### src/rtl/bkpt_trigger.sv
module bkpt_trigger #(
  parameter int CFG_W  = 32,
  parameter int LANES  = 7,
  parameter int STS_W  = 4
) (
  input  logic             clk,
  input  logic             rst_n,
  input  logic             cfg_wr,
  input  logic [CFG_W-1:0] cfg_wdata,
  input  logic             pc_match,
  input  logic             addr_lo_match,
  input  logic             addr_rng_match,
  input  logic [LANES-1:0] data_match,
  output logic [STS_W-1:0] trig_status,
  output logic             trig_report,
  output logic             halt_req,
  output logic             dbg_irq
);

  localparam int FLD_W = LANES + 6;
  localparam int L2_LO = CFG_W / 2;
  localparam logic [STS_W-1:0] ST_IDLE  = STS_W'(0);
  localparam logic [STS_W-1:0] ST_ARMED = STS_W'(1);
  localparam logic [STS_W-1:0] ST_HIT1  = STS_W'(2);
  localparam logic [STS_W-1:0] ST_HIT2  = STS_W'(3);

  logic [FLD_W-1:0] fld1, fld2;
  logic             en2, active;
  logic [1:0]       resp;
  logic             fire1, fire2, done;

  function automatic logic lvl_fires(input logic [FLD_W-1:0] f, input logic pc,
                                     input logic lo, input logic rng,
                                     input logic [LANES-1:0] d);
    lvl_fires = (f[1] & (pc ^ f[0]))
              | (f[2] & (lo ^ f[4]))
              | (f[3] & (rng ^ f[4]))
              | (|(f[FLD_W-1:6] & (d ^ {LANES{f[5]}})));
  endfunction

  assign fire1 = lvl_fires(fld1, pc_match, addr_lo_match, addr_rng_match, data_match);
  assign fire2 = lvl_fires(fld2, pc_match, addr_lo_match, addr_rng_match, data_match);
  assign done  = !cfg_wr && active &&
                 (((trig_status == ST_ARMED) && fire1 && !en2) ||
                  ((trig_status == ST_HIT1) && fire2));

  always_ff @(posedge clk or negedge rst_n) begin
    if (!rst_n) begin
      fld1 <= '0;
      fld2 <= '0;
      en2 <= 1'b0;
      resp <= 2'b00;
      active <= 1'b0;
      trig_status <= ST_IDLE;
      trig_report <= 1'b0;
      halt_req <= 1'b0;
      dbg_irq <= 1'b0;
    end else begin
      trig_report <= done;
      halt_req <= done && (resp == 2'b01);
      dbg_irq <= done && (resp == 2'b10);
      if (cfg_wr) begin
        resp <= cfg_wdata[CFG_W-1 -: 2];
        en2 <= cfg_wdata[L2_LO+FLD_W];
        fld2 <= cfg_wdata[L2_LO +: FLD_W];
        fld1 <= cfg_wdata[FLD_W-1:0];
        active <= cfg_wdata[FLD_W];
        trig_status <= cfg_wdata[FLD_W] ? ST_ARMED : ST_IDLE;
      end else if (active) begin
        if (trig_status == ST_ARMED && fire1) begin
          trig_status <= ST_HIT1;
          if (!en2) active <= 1'b0;
        end else if (trig_status == ST_HIT1 && fire2) begin
          trig_status <= ST_HIT2;
          active <= 1'b0;
        end
      end
    end
  end

  AST_HALT_PULSE: assert property (@(posedge clk) disable iff (!rst_n) halt_req |=> !halt_req);
  AST_IRQ_PULSE: assert property (@(posedge clk) disable iff (!rst_n) dbg_irq |=> !dbg_irq);
  AST_REQ_WITH_REPORT: assert property (@(posedge clk) disable iff (!rst_n) (halt_req || dbg_irq) |-> (trig_report && !(halt_req && dbg_irq)));
  AST_REPORT_ONCE: assert property (@(posedge clk) disable iff (!rst_n) trig_report |=> !trig_report);
  AST_WRITE_CLEARS: assert property (@(posedge clk) disable iff (!rst_n) cfg_wr |=> (!trig_report && trig_status <= ST_ARMED));
  AST_L2_AFTER_L1: assert property (@(posedge clk) disable iff (!rst_n) (trig_status == ST_HIT2 && $past(trig_status) != ST_HIT2) |-> $past(trig_status) == ST_HIT1);

endmodule

### config.mk
export PLATFORM = sky130hd
export DESIGN_NAME = bkpt_trigger
export DESIGN_NICKNAME = d
export VERILOG_FILES = /design/src/rtl/bkpt_trigger.sv
export SDC_FILE = /design/constraint.sdc
export NUM_CORES = 1
export LEC_CHECK = 0
export BUFFER_PORTS_ARGS = -buffer_cell sky130_fd_sc_hd__buf_2
export CORE_MARGIN = 5
export CORE_UTILIZATION = 50
export DETAILED_ROUTE_END_ITERATION = 8
export PLACE_DENSITY = 0.81
export RECOVER_POWER = 50
export SYNTH_ARGS = -nofsm -noshare
export SYNTH_HDL_FRONTEND = slang
export SYNTH_SLANG_ARGS = --single-unit
### constraint.sdc
create_clock -name clk -period 1.7 [get_ports clk]
set_input_delay 0 -clock clk [delete_from_list [all_inputs] [get_ports clk]]
set_output_delay 0 -clock clk [all_outputs]
set_load 0.05 [all_outputs]
==> Word level (Yosys, flattened, before mapping) <==
Cells that the tools add are included.
W data, S select, Z words.
{ "word_totals": {"regBits": 37, "in_bits": 45, "elab_cells": 60, "out_inout_bits": 7} }
{ "classes": {"bitwise": 22, "n_eq_ne": 4, "reduce_logical": 15, "mux": 10} }
{ "op_table": {"columns": ["cell", "n"], "rows": [
  ["$mux W4", 4],
  ["$and A7 B7 Y7", 2],
  ["$reduce_or A7 Y1", 2],
  ["$xor A7 B7 Y7", 2],
  ["$logic_and A1 B1 Y1", 7],
  ["$and A1 B1 Y1", 6],
  ["$mux W1", 6],
  ["$or A1 B1 Y1", 6],
  ["$xor A1 B1 Y1", 6],
  ["$eq A4 B1 Y1 const B", 1],
  ["$eq A4 B2 Y1 const B", 1],
  ["$reduce_bool A3 Y1", 1],
  ["$eq A2 B1 Y1 const B", 1],
  ["$eq A2 B2 Y1 const B", 1],
  ["$logic_not A1 Y1", 2],
  ["$reduce_and A2 Y1", 1],
  ["$reduce_bool A2 Y1", 1],
  ["$logic_or A1 B1 Y1", 1]
]} }

==> Longest topological paths before layout <==
{ "depth": {"depth_word": 10, "mapped_depth": 6, "ltp_nobuf": 6} }

==> Worst setup path after synthesis <==
No wires, ideal clock.
{ "synth_timing": {"kind": "reg2reg", "start": "register trig_status[1]", "end": "register dbg_irq", "slack_ps": 187, "setup_ps": 101, "t_arrival_ps": 1413, "stages_incl_launch_ff": 5, "t_required_ps": 1599, "n_path_buf": 0, "synth_period_minus_slack_ps": 1513, "path_cell_list": "dfrtp_1 > inv_1 > a311oi_2 > a31oi_2 > nor4bb_1"} }
{ "synth_via": {"elab_chain_cells": 6, "elab_cells_between_ends": 8, "cone_classes": "eq/ne (2); reduce/logical (6)"} }
{ "synth_lines": {"columns": ["element", "line_no", "text"], "rows": [
  ["start: declaration", "14", "output logic [STS_W-1:0] trig_status,"],
  ["start signal: assignment", "68", "trig_status <= cfg_wdata[FLD_W] ? ST_ARMED : ST_IDLE;"],
  ["$eq A4 B1 Y1", "44", "(((trig_status == ST_ARMED) && fire1 && !en2) ||"],
  ["$logic_and A1 B1 Y1 (2 in a row)", "44", null],
  ["$logic_or A1 B1 Y1 *", "44", null],
  ["$logic_and A1 B1 Y1 *", "43", "assign done = !cfg_wr && active &&"],
  ["$logic_and A1 B1 Y1 *", "61", "dbg_irq <= done && (resp == 2'b10);"],
  ["end signal: assignment", "61", null],
  ["end: declaration", "17", "output logic dbg_irq"]
]} }
Every way passes the cells marked *; elsewhere a longest branch is shown, timed or not.
A chain may end at the register's enable or synchronous reset.

==> Final worst setup path <==
{ "layout_timing": {"start": "register fld2[0]", "end": "register dbg_irq"} }
{ "layout_via": {"elab_chain_cells": 9} }
{ "layout_lines": {"columns": ["element", "line_no", "text"], "rows": [
  ["start: declaration", "27", "logic [FLD_W-1:0] fld1, fld2;"],
  ["start signal: assignment", "65", "fld2 <= cfg_wdata[L2_LO +: FLD_W];"],
  ["$xor A1 B1 Y1", "35", "lvl_fires = (f[1] & (pc ^ f[0]))"],
  ["$and A1 B1 Y1", "35", null],
  ["$or A1 B1 Y1", "36", "| (f[2] & (lo ^ f[4]))"],
  ["$or A1 B1 Y1", "37", "| (f[3] & (rng ^ f[4]))"],
  ["$or A1 B1 Y1", "38", "| (|(f[FLD_W-1:6] & (d ^ {LANES{f[5]}})));"],
  ["$logic_and A1 B1 Y1", "45", "((trig_status == ST_HIT1) && fire2));"],
  ["$logic_or A1 B1 Y1", "44", null],
  ["$logic_and A1 B1 Y1", "43", null],
  ["$logic_and A1 B1 Y1", "61", null]
]} }
No other way between the ends.

==> qor.txt <==
status - completed
Die W - 66.9 um
Synth top cells by count - 35 x dfrtp_1, 20 x mux2_2, 13 x inv_1
GRT overflow - 0
r2r setup slk - 0.06 ns
Placeable Area - 3080 um2
cell accounting for the most synthesized area - dfrtp_1
Setup CP Type - register to register
Vias/cell - 5.08
1st-iter DRT viols - 81
final std cells w/o fill - 263
first-pass GRT wire length - 6200 um
IO buf count - 47
top layer in use - met4
Fmax - 0.609 GHz
maximum clock insertion buffer count - 2
Post-synth EDFFs - 0
Synth top area share - 54.1%
Die ar. - 4470 um2
largest net degree at the start of global routing - 44
Top FF cell, synth - dfrtp_1
Period minus WS final - 1.64 ns
largest family of logic cells by synthesized area - compound AO/OA/AOI/OAI gates
reg2reg start - fld2[0]
Cell Area, Placed - 1880 um2
antenna viol nets, final - 0
Initial DRT Pass Iterations - 4
worst relative slew slack - 41.9%
Setup Viol. Count Final - 0
Post-Synthesis Cells - 139
Post-Synthesis Cell Area - 1620 um2
Startpoint Class - register
WL final - 3730 um
Least-Margin Pin Slew - 0.872 ns
initial antenna violation count - 0
Arr. time, crit path - 1.86 ns
Worst Clk Skew - 0.00419 ns
Final Hold Viols - 0
CP Capture Type - register
RSZ-0062 raised after global routing - no
simple-gate area share of the yosys netlist - 7.58%
worst path cell trace - xor2_1, a222oi_1, a311oi_2, a31oi_2, nor4bb_1
Max-cap violations - 0
Ys Warns - 0
total clock sinks - 35
DIE HEIGHT - 66.9 um
metal1 wirelength - 1470 um
footprint of the multi-input gates - 673 um2
DR DRC count - 0
Reg area - 876 um2
P_leak - 1.06 nW
Crit Reg-Reg Endpoint - dbg_irq
global placement routability congestion - 0.883
met2 WL - 1960 um
FILL cells - 208
ANT cells - 0
Clock Pin Slew Worst Setup and Hold Paths - 0.10 ns
CTS tree - done
setup ws final - 0.0582 ns
Initial Utilization - 52.6%
Skew-Pair Late Insertion Delay - 0.34 ns
Num CTS Buffers - 5
P&R area growth vs syn - 40.4%
register bit total from synthesis - 35
H-tree lvl count - 2
vias in the first global route - 1382
num rows - 20
layout cell share with drive strength beyond 1 - 37.4%
Critical Path Fanout Max - 4
Root Buffer - clkbuf_4
fraction of registers with async set or reset after synthesis - 100%
Avg Inst Size Synth - 11.6 um2
Final Util - 73.8%
dominant cells by area after synthesis - dfrtp_1 54%, mux2_2 14%, o21ai_0 3.1%
count leader, synth - dfrtp_1
Hold Path Class - primary input to async pin
vias - 1335
worst vdd ir - 0.523 mV
Post-Layout Inst Area - 2270 um2
R2R cell count - 5
final worst-path cycle share - 96.6%
pre-CTS setup slack - 0.0450 ns
Placed Cells - 224
DR WL met3 - 268 um
crit path max-delay cell type - a222oi_1
gr usage total - 18.7%
Tot Pwr - 1.86 mW
Hold WS - 0.278 ns
Detailed Place HPWL - 2590 um
fin nets - 263
I/O pin cnt - 52
CP max stage delay - 0.43 ns
post-synthesis mux area share - 13.9%
sequential fraction of the synthesis area - 54.1%
Pwr Density - 821 nW/um2
library cells used by synthesis - 32
setup TNS - 0 ns
XOR/XNOR share of the synthesized area - 2.71%
Adder-Cell Fraction of Synth Area - 0%
Crit path required time - 1.92 ns
WL/cell - 14.2 um
Slew Viols, Final - 0
Synth Area in Compound Gates - 16.3%
==> area by class of cell <==
class,count,area share [%]
sequential,35,38.6
multi-input combinational,85,29.6
timing repair buffer,78,24.0
clock buffer,7,2.87
tap,44,2.42
inverter,13,2.15
clock inverter,1,0.331
==> cell usage in the layout (no fill, tap or decap), drive strengths merged, types with 2 or more instances in the layout <==
master       instances
a21oi                4
nand2                9
nand2b               4
buf                 45
nand3                2
clkbuf               9
nor4bb               2
mux2                20
dfrtp               35
a311oi               2
o21ai               11
o22ai                4
conb                 2
a22oi                3
dlygate4sd3         31
xor2                 5
a221oi               2
nor2b                3
a31oi                2
a22o                 2
inv                 13
==> state kept, by name, indices dropped and copies added (netlist names) <==
register and count:
fld1 13, resp 2, fld2 13, dbg_irq 1
trig_report 1, trig_status 2, en2 1, halt_req 1
active 1
==> kinds of logic after synthesis <==
group	after synthesis
xor+xnor	5
flops	35
compound gates	35
other cells	1
mux	20
simple gates	23
buf+inv	20
==> how the worst max path moves through the flow <==
stage / start / end / slack (ns) / cells after the start
2_1_floorplan: trig_status[1] / dbg_irq / 0.19 / 4
3_3_place_gp: fld2[0] / trig_status[0] / 0.12 / 4
3_5_place_dp: fld2[0] / dbg_irq / 0.05 / 5
4_1_cts: fld2[0] / dbg_irq / 0.03 / 5
5_1_grt: fld2[0] / active / 0.007 / 5
6_report: fld2[0] / dbg_irq / 0.06 / 5
==> where the power goes <==
part	internal (mW)	switching (mW)	total (mW)
clock	0.242	0.278	0.520
combinational	0.196	0.184	0.379
sequential	0.908	0.0570	0.965
==> metal layers <==
layer | up-vias | global-route usage (%)
met5 | - | 0
met3 | 5 | 6.41
met1 | 637 | 21.8
li1 | 650 | -
met4 | 0 | 4.56
met2 | 43 | 32.5
==> critical path: cells and delay by family, from the launching register on <==
family	cells	cell delay (ns)
AO/OA/AOI/OAI	3	0.86
flip-flops	1	0.41
XOR/XNOR	1	0.17
AND/OR/NAND/NOR	1	0.10
==> what timing repair did <==
action	CTS	global route
hold buffers	31	0
buffers inserted	0	0
endpoints found under the setup margin	0	5
gates resized for setup	0	2
hold endpoints to repair	66	0
Note: power is estimated with default switching activity, not from simulation.
